[src/rtl/fcis_pkg.sv]
package fcis_pkg;
    localparam int REG_W = 16;
    localparam int SEL_W = 2;

    localparam logic [SEL_W-1:0] SEL_CMD  = 2'd0;
    localparam logic [SEL_W-1:0] SEL_CFG  = 2'd1;
    localparam logic [SEL_W-1:0] SEL_STAT = 2'd2;
    localparam logic [SEL_W-1:0] SEL_INT  = 2'd3;

    localparam int IB_MASTER = 15;
    localparam int IB_RESET  = 4;
    localparam int IB_ERASE  = 5;
    localparam int IB_PROG   = 6;
    localparam int IB_LOAD   = 7;

    localparam int SB_CMD   = 10;
    localparam int SB_ERASE = 11;
    localparam int SB_PROG  = 12;
    localparam int SB_LOAD  = 13;

    localparam int CB_POL = 6;
    localparam int CB_RDY = 7;

    localparam logic [REG_W-1:0] INT_COLD  = 16'h8080;
    localparam logic [REG_W-1:0] INT_WARM  = 16'h8010;
    localparam logic [REG_W-1:0] CFG_INIT  = 16'h40C0;
    localparam logic [REG_W-1:0] CFG_RMASK = 16'hFFE0;
    localparam logic [REG_W-1:0] ERR_MASK  = 16'h3C00;

    typedef enum logic [1:0] {
        OP_LOAD  = 2'd0,
        OP_PROG  = 2'd1,
        OP_ERASE = 2'd2
    } op_e;

    typedef enum logic [2:0] {
        K_ARRAY,
        K_RESET,
        K_SIMPLE,
        K_NOP,
        K_BAD
    } kind_e;

    typedef struct packed {
        kind_e kind;
        op_e   op;
    } dec_t;

    typedef enum logic {
        S_IDLE,
        S_BUSY
    } state_e;
endpackage

[src/rtl/fcis_decode.sv]
module fcis_decode
    import fcis_pkg::*;
(
    input  logic [REG_W-1:0] code,
    output dec_t             dec
);
    always_comb begin
        dec.op = OP_LOAD;
        unique case (code)
            16'h0000, 16'h0013: begin
                dec.kind = K_ARRAY;
                dec.op   = OP_LOAD;
            end
            16'h0080, 16'h001A, 16'h001B: begin
                dec.kind = K_ARRAY;
                dec.op   = OP_PROG;
            end
            16'h0094, 16'h0095, 16'h0030: begin
                dec.kind = K_ARRAY;
                dec.op   = OP_ERASE;
            end
            16'h00F0, 16'h00F3:
                dec.kind = K_RESET;
            16'h0023, 16'h0027, 16'h002A, 16'h002C, 16'h0065, 16'h0071:
                dec.kind = K_SIMPLE;
            16'h00B0:
                dec.kind = K_NOP;
            default:
                dec.kind = K_BAD;
        endcase
    end
endmodule

[src/rtl/fcis_seq.sv]
module fcis_seq
    import fcis_pkg::*;
(
    input  logic clk,
    input  logic rst_n,
    input  logic launch,
    input  op_e  launch_op,
    input  logic eng_done,
    input  logic eng_err,
    output logic idle,
    output logic eng_req,
    output op_e  eng_op,
    output logic fin,
    output logic fin_err
);
    state_e state_q, state_d;

    always_comb begin
        state_d = state_q;
        unique case (state_q)
            S_IDLE: if (launch)   state_d = S_BUSY;   // T_LAUNCH
            S_BUSY: if (eng_done) state_d = S_IDLE;   // T_FINISH
            default:              state_d = S_IDLE;
        endcase
    end

    always_ff @(posedge clk or negedge rst_n) begin
        if (!rst_n) state_q <= S_IDLE;
        else        state_q <= state_d;
    end

    always_ff @(posedge clk or negedge rst_n) begin
        if (!rst_n) begin
            eng_req <= 1'b0;
            eng_op  <= OP_LOAD;
        end else begin
            eng_req <= (state_q == S_IDLE) && launch;
            if ((state_q == S_IDLE) && launch) eng_op <= launch_op;
        end
    end

    assign idle    = (state_q == S_IDLE);
    assign fin     = (state_q == S_BUSY) && eng_done;
    assign fin_err = fin && eng_err;
endmodule

[src/rtl/fcis_regs.sv]
module fcis_regs
    import fcis_pkg::*;
(
    input  logic             clk,
    input  logic             rst_n,
    input  logic             host_wr,
    input  logic             host_rd,
    input  logic [SEL_W-1:0] host_sel,
    input  logic [REG_W-1:0] host_wdata,
    output logic [REG_W-1:0] host_rdata,
    output logic             host_rvalid,
    input  logic             idle,
    input  logic             fin,
    input  op_e              fin_op,
    input  logic             fin_err,
    output logic             launch,
    output op_e              launch_op,
    output logic             irq,
    output logic             rdy,
    output logic [REG_W-1:0] int_q,
    output logic [REG_W-1:0] stat_q,
    output logic [REG_W-1:0] cmd_q,
    output logic [REG_W-1:0] cfg_q
);
    logic [REG_W-1:0] int_d, stat_d, cmd_d, cfg_d, masked;
    logic             rdy_d, wr_cmd, wr_cfg, wr_int, accept;
    dec_t             dec;

    fcis_decode i_dec (.code(host_wdata), .dec(dec));

    assign wr_cmd    = host_wr && (host_sel == SEL_CMD);
    assign wr_cfg    = host_wr && (host_sel == SEL_CFG);
    assign wr_int    = host_wr && (host_sel == SEL_INT);
    assign accept    = wr_cmd && !int_q[IB_MASTER] && idle;
    assign launch    = accept && (dec.kind == K_ARRAY);
    assign launch_op = dec.op;
    assign masked    = int_q & host_wdata;

    always_comb begin
        int_d  = int_q;
        stat_d = stat_q;
        cmd_d  = cmd_q;
        cfg_d  = cfg_q;
        rdy_d  = rdy;
        if (wr_int) begin
            int_d = masked;
            if (!masked[IB_MASTER]) stat_d = stat_q & ~ERR_MASK;
        end
        if (wr_cfg) begin
            cfg_d = host_wdata;
            rdy_d = host_wdata[CB_RDY];
        end
        if (accept) begin
            cmd_d = host_wdata;
            unique case (dec.kind)
                K_SIMPLE: int_d[IB_MASTER] = 1'b1;
                K_BAD: begin
                    int_d[IB_MASTER] = 1'b1;
                    stat_d[SB_CMD]   = 1'b1;
                end
                K_RESET: begin
                    cmd_d  = '0;
                    int_d  = INT_WARM;
                    stat_d = '0;
                    cfg_d  = CFG_INIT;
                    rdy_d  = 1'b1;
                end
                default: ;
            endcase
        end
        if (fin) begin
            int_d[IB_MASTER] = 1'b1;
            if (fin_err) stat_d[SB_CMD] = 1'b1;
            unique case (fin_op)
                OP_LOAD: begin
                    int_d[IB_LOAD] = 1'b1;
                    if (fin_err) stat_d[SB_LOAD] = 1'b1;
                end
                OP_PROG: begin
                    int_d[IB_PROG] = 1'b1;
                    if (fin_err) stat_d[SB_PROG] = 1'b1;
                end
                default: begin
                    int_d[IB_ERASE] = 1'b1;
                    if (fin_err) stat_d[SB_ERASE] = 1'b1;
                end
            endcase
        end
    end

    always_ff @(posedge clk or negedge rst_n) begin
        if (!rst_n) begin
            int_q  <= INT_COLD;
            stat_q <= '0;
            cmd_q  <= '0;
            cfg_q  <= CFG_INIT;
            rdy    <= 1'b1;
        end else begin
            int_q  <= int_d;
            stat_q <= stat_d;
            cmd_q  <= cmd_d;
            cfg_q  <= cfg_d;
            rdy    <= rdy_d;
        end
    end

    always_ff @(posedge clk or negedge rst_n) begin
        if (!rst_n) begin
            host_rvalid <= 1'b0;
            host_rdata  <= '0;
        end else begin
            host_rvalid <= host_rd;
            if (host_rd) begin
                unique case (host_sel)
                    SEL_CMD:  host_rdata <= cmd_q;
                    SEL_CFG:  host_rdata <= cfg_q & CFG_RMASK;
                    SEL_STAT: host_rdata <= stat_q;
                    default:  host_rdata <= int_q;
                endcase
            end
        end
    end

    assign irq = int_q[IB_MASTER] ^ ~cfg_q[CB_POL];
endmodule

[src/rtl/fcis_top.sv]
module fcis_top
    import fcis_pkg::*;
(
    input  logic             clk,
    input  logic             rst_n,
    input  logic             host_wr,
    input  logic             host_rd,
    input  logic [SEL_W-1:0] host_sel,
    input  logic [REG_W-1:0] host_wdata,
    output logic [REG_W-1:0] host_rdata,
    output logic             host_rvalid,
    output logic             irq,
    output logic             rdy,
    output logic             eng_req,
    output logic [1:0]       eng_op,
    input  logic             eng_done,
    input  logic             eng_err
);
    logic             idle_w, launch_w, fin_w, fin_err_w;
    op_e              launch_op_w, eng_op_w;
    logic [REG_W-1:0] int_w, stat_w, cmd_w, cfg_w;

    fcis_seq i_seq (
        .clk(clk), .rst_n(rst_n),
        .launch(launch_w), .launch_op(launch_op_w),
        .eng_done(eng_done), .eng_err(eng_err),
        .idle(idle_w), .eng_req(eng_req), .eng_op(eng_op_w),
        .fin(fin_w), .fin_err(fin_err_w)
    );

    fcis_regs i_regs (
        .clk(clk), .rst_n(rst_n),
        .host_wr(host_wr), .host_rd(host_rd), .host_sel(host_sel),
        .host_wdata(host_wdata), .host_rdata(host_rdata), .host_rvalid(host_rvalid),
        .idle(idle_w), .fin(fin_w), .fin_op(eng_op_w), .fin_err(fin_err_w),
        .launch(launch_w), .launch_op(launch_op_w),
        .irq(irq), .rdy(rdy),
        .int_q(int_w), .stat_q(stat_w), .cmd_q(cmd_w), .cfg_q(cfg_w)
    );

    assign eng_op = eng_op_w;
endmodule

[config.mk]
export PLATFORM = sky130hd
export DESIGN_NAME = fcis_top
export DESIGN_NICKNAME = d
export VERILOG_FILES = /design/src/rtl/fcis_pkg.sv /design/src/rtl/fcis_decode.sv /design/src/rtl/fcis_seq.sv /design/src/rtl/fcis_regs.sv /design/src/rtl/fcis_top.sv
export SDC_FILE = /design/constraint.sdc
export NUM_CORES = 1
export LEC_CHECK = 0
export ABC_AREA = 1
export BUFFER_PORTS_ARGS = -buffer_cell sky130_fd_sc_hd__buf_4
export CAP_MARGIN = 25
export CORE_ASPECT_RATIO = 0.8
export CORE_MARGIN = 1.5
export CORE_UTILIZATION = 53
export CTS_CLUSTER_DIAMETER = 60
export DETAILED_ROUTE_END_ITERATION = 12
export GPL_TIMING_DRIVEN = 1
export PLACE_DENSITY = 0.8
export SLEW_MARGIN = 20
export SYNTH_ARGS = -nofsm -noshare
export SYNTH_HDL_FRONTEND = slang
export SYNTH_HIERARCHICAL = 1
export SYNTH_SLANG_ARGS = --single-unit
[constraint.sdc]
create_clock -name clk -period 1.33 [get_ports clk]
set_input_delay 0.0665 -clock clk [delete_from_list [all_inputs] [get_ports clk]]
set_output_delay 0.0665 -clock clk [all_outputs]
set_load 0.02 [all_outputs]
==> results.tsv <==
metric	value	unit
clock-pin slew reported for the worst setup and hold paths after clock tree synthesis	0.08	ns
final design utilization	75.0	%
clock latency of the later-clocked register in the worst-skew pair	0.35	ns
RSZ-0062 raised after global routing	yes	
class of the worst hold path	input pin to flop	
number of filler instances in the final layout	474	
LEAKAGE	2.55	nW
clk sink count	69	
post-synthesis average cell area	7.54	um2
CP Cell Sequence	buf_4, nor2_2, nand2_2, nor2_4, buf_6, nand3_1, nand2_1, nor2_1, nand2_1, nor2_2, inv_2, nand3_4, nor2_4, clkbuf_16, nor2_1	
cell-internal power	0.00376	W
global-route usage over all layers	28.6	%
critical path data required time	1.57	ns
post-DP HPWL	6.79	mm
Remaining Overflow, GRT	0	
via count	3689	
DRC	0	
final weighted congestion in routability-driven placement	0.841	
category of the worst setup path capture point	flop	
overall die height	77.0	um
wire length of the first global-routing pass	15.8	mm
number of global-route vias before repair	3281	
Net Count, Synth	506	
row cnt	26	
failing checks	setup timing	
Max Cap Violations	0	
antenna violations before repair	0	
pin count of the biggest net entering global routing	43	
antenna cells	0	
total standard cell area after synthesis	3630	um2
sequential cell fraction of total power	47.6	%
worst r2r dst	i_regs/cmd_q[7]	
count of final hold-check violations	0	
crit path buf inv count	4	
drt pass-1 iters	6	
Post-Syn Instances	482	
number of max-slew violations in the final report	0	
Setup Total Neg Slack	-1.28	ns
final cell count without fillers	671	
VDD IR-drop max	620	uV
signal arrival time at the worst endpoint	1.66	ns
area of the core region	6510	um2
count of final setup violators	19	
fraction of layout cells with a size suffix above 1	32.4	%
count of nets after finishing	606	
Cell Pwr Density	1100	nW/um2
cell area after placement	4340	um2
peak fanout along the critical path	5	
upper clock frequency limit	705	MHz
antenna viol nets, final	0	
proportion of total power due to net switching	30.2	%
area growth from synthesis to layout	34.4	%
critical path class	input pin to flop	
average wire per standard cell	15.8	um
overall die area	7360	um2
min Tclk post-route	1.42	ns
worst slew margin relative to its limit	73.7	%
start point of the worst hold path	host_wdata[11]	
Initial Utilization	55.8	%
count of warnings emitted by yosys	6	
library cell used as clock root buffer	sky130_fd_sc_hd__clkbuf_8	
worst hold path stage count	4	
Total Routed Length	10.6	mm
post-route worst hold slack	0.101	ns
Endpoint, Worst Hold	i_regs/cmd_q[11]	
cell class contributing the biggest share of worst-path delay	simple AND/OR/NAND/NOR gates	
I/O Pins	46	
initial detailed-routing violation count	474	
Net Sw Power	0.00163	W
result of the run	finished with violations	
sort of element at the start of the critical path	input pin	
proportion of power drawn by combinational gates	19.3	%
via count normalized by instance count	5.50	
reg2reg start	i_regs/int_q[15]	
maximum clock path buffer count	2	
post-route setup slack	-0.0889	ns
transition time at the pin with the least slew margin	0.394	ns
cell at the slowest stage of the critical path	sky130_fd_sc_hd__nor2_4	
post-route fraction of the period consumed by the critical path	107	%
Worst R2R Setup Slack	0.05	ns
number of cells after detailed placement	635	
CTS tree	yes	
total clock buffers created by CTS	9	
post-route design area	4880	um2
Slowest Stage Delay on Critical Path	0.21	ns
Die X-Extent	95.6	um
CTS H-tree depth	3	
number of port buffers	45	
Clk network pwr share	33.1	%
worst setup skew after layout	0.00861	ns
length in cells of the worst reg-to-reg path	6	
==> registers in the layout (all words and copies together) (netlist names) <==
signal,flops
i_seq/eng_op,2
i_regs/stat_q,4
i_seq/eng_req,1
i_regs/rdy,1
i_regs/cfg_q,11
i_seq/state_q,1
i_regs/host_rvalid,1
i_regs/host_rdata,16
i_regs/cmd_q,16
i_regs/int_q,16
==> layout by cell type, fill, tap and decap left out, drive strengths merged <==
master       count
nand2          190
buf            100
nor2            76
dfrtp           63
inv             39
o21ai           37
nand3           33
clkbuf          12
a21oi            9
dfstp            6
a31oi            5
clkinvlp         3
dlygate4sd3      3
clkinv           3
o21a             2
nor3             2
bufinv           1
xnor2            1
o211ai           1
nand4            1
==> per-stage QoR <==
stage	setup slack (ns)	total power, W
2_1_floorplan	-0.0564	0.00310
3_3_place_gp	-0.365	0.00350
3_5_place_dp	-0.416	0.00356
4_1_cts	-0.00354	0.00535
5_1_grt	-0.167	0.00564
6_report	-0.0889	0.00538
==> per-layer routing <==
| metal | GRT usage, % | vias to the layer above | share of wire [%] |
|---|---|---|---|
| li1 | - | 1717 | - |
| met1 | 39.8 | 1728 | 41 |
| met2 | 43.9 | 212 | 47 |
| met3 | 7.24 | 32 | 9.8 |
| met4 | 7.94 | 0 | 2.1 |
| met5 | 0 | - | 0 |
==> worst reg2reg max path: stages, from the launching register on <==
cell	delay (ns)
sky130_fd_sc_hd__dfstp_2	0.54
sky130_fd_sc_hd__inv_1	0.11
sky130_fd_sc_hd__nand3_4	0.15
sky130_fd_sc_hd__buf_4	0.13
sky130_fd_sc_hd__buf_12	0.13
sky130_fd_sc_hd__nand2_1	0.06
sky130_fd_sc_hd__o21ai_1	0.08
==> timing repair <==
action | in CTS | in global routing
hold buffers | 3 | 0
pin swaps | 1 | 2
gates resized for setup | 5 | 35
setup buffers | 0 | 12
gates cloned | 0 | 5
endpoints found under the setup margin | 23 | 52
hold endpoints to repair | 65 | 0
==> how the worst max path moves through the flow <==
stage | from | end | slack, ns | depth (start not counted)
finish | host_wdata[13] | i_regs/int_q[12] | -0.09 | 15
global route | host_wdata[13] | i_regs/int_q[12] | -0.17 | 14
CTS | i_regs/int_q[15] | irq | -0.004 | 3
detailed placement | host_wdata[11] | i_regs/int_q[6] | -0.42 | 16
global placement | host_wdata[11] | i_regs/int_q[6] | -0.37 | 16
floorplan | host_wdata[9] | i_regs/stat_q[10] | -0.06 | 16
==> power groups by stage <==
stage	Combinational (W)	Clock (W)	Sequential [W]
detailed placement	0.000969	0	0.00259
floorplan	0.000476	0	0.00263
CTS	0.000994	0.00180	0.00255
finish	0.00104	0.00178	0.00256
global placement	0.000933	0	0.00257
global route	0.00115	0.00190	0.00259
==> cell type report <==
type / instances / area (um2) / area share (%)
Tap cell: 84 / 105 / 2.15
Clock buffer: 10 / 138 / 2.82
Timing Repair Buffer: 105 / 910 / 18.6
Inverter: 40 / 166 / 3.41
Clock inverter: 6 / 71.3 / 1.46
Multi-Input combinational cell: 357 / 1760 / 36.0
Sequential cell: 69 / 1730 / 35.5
Power figures use the tool's default switching activity.
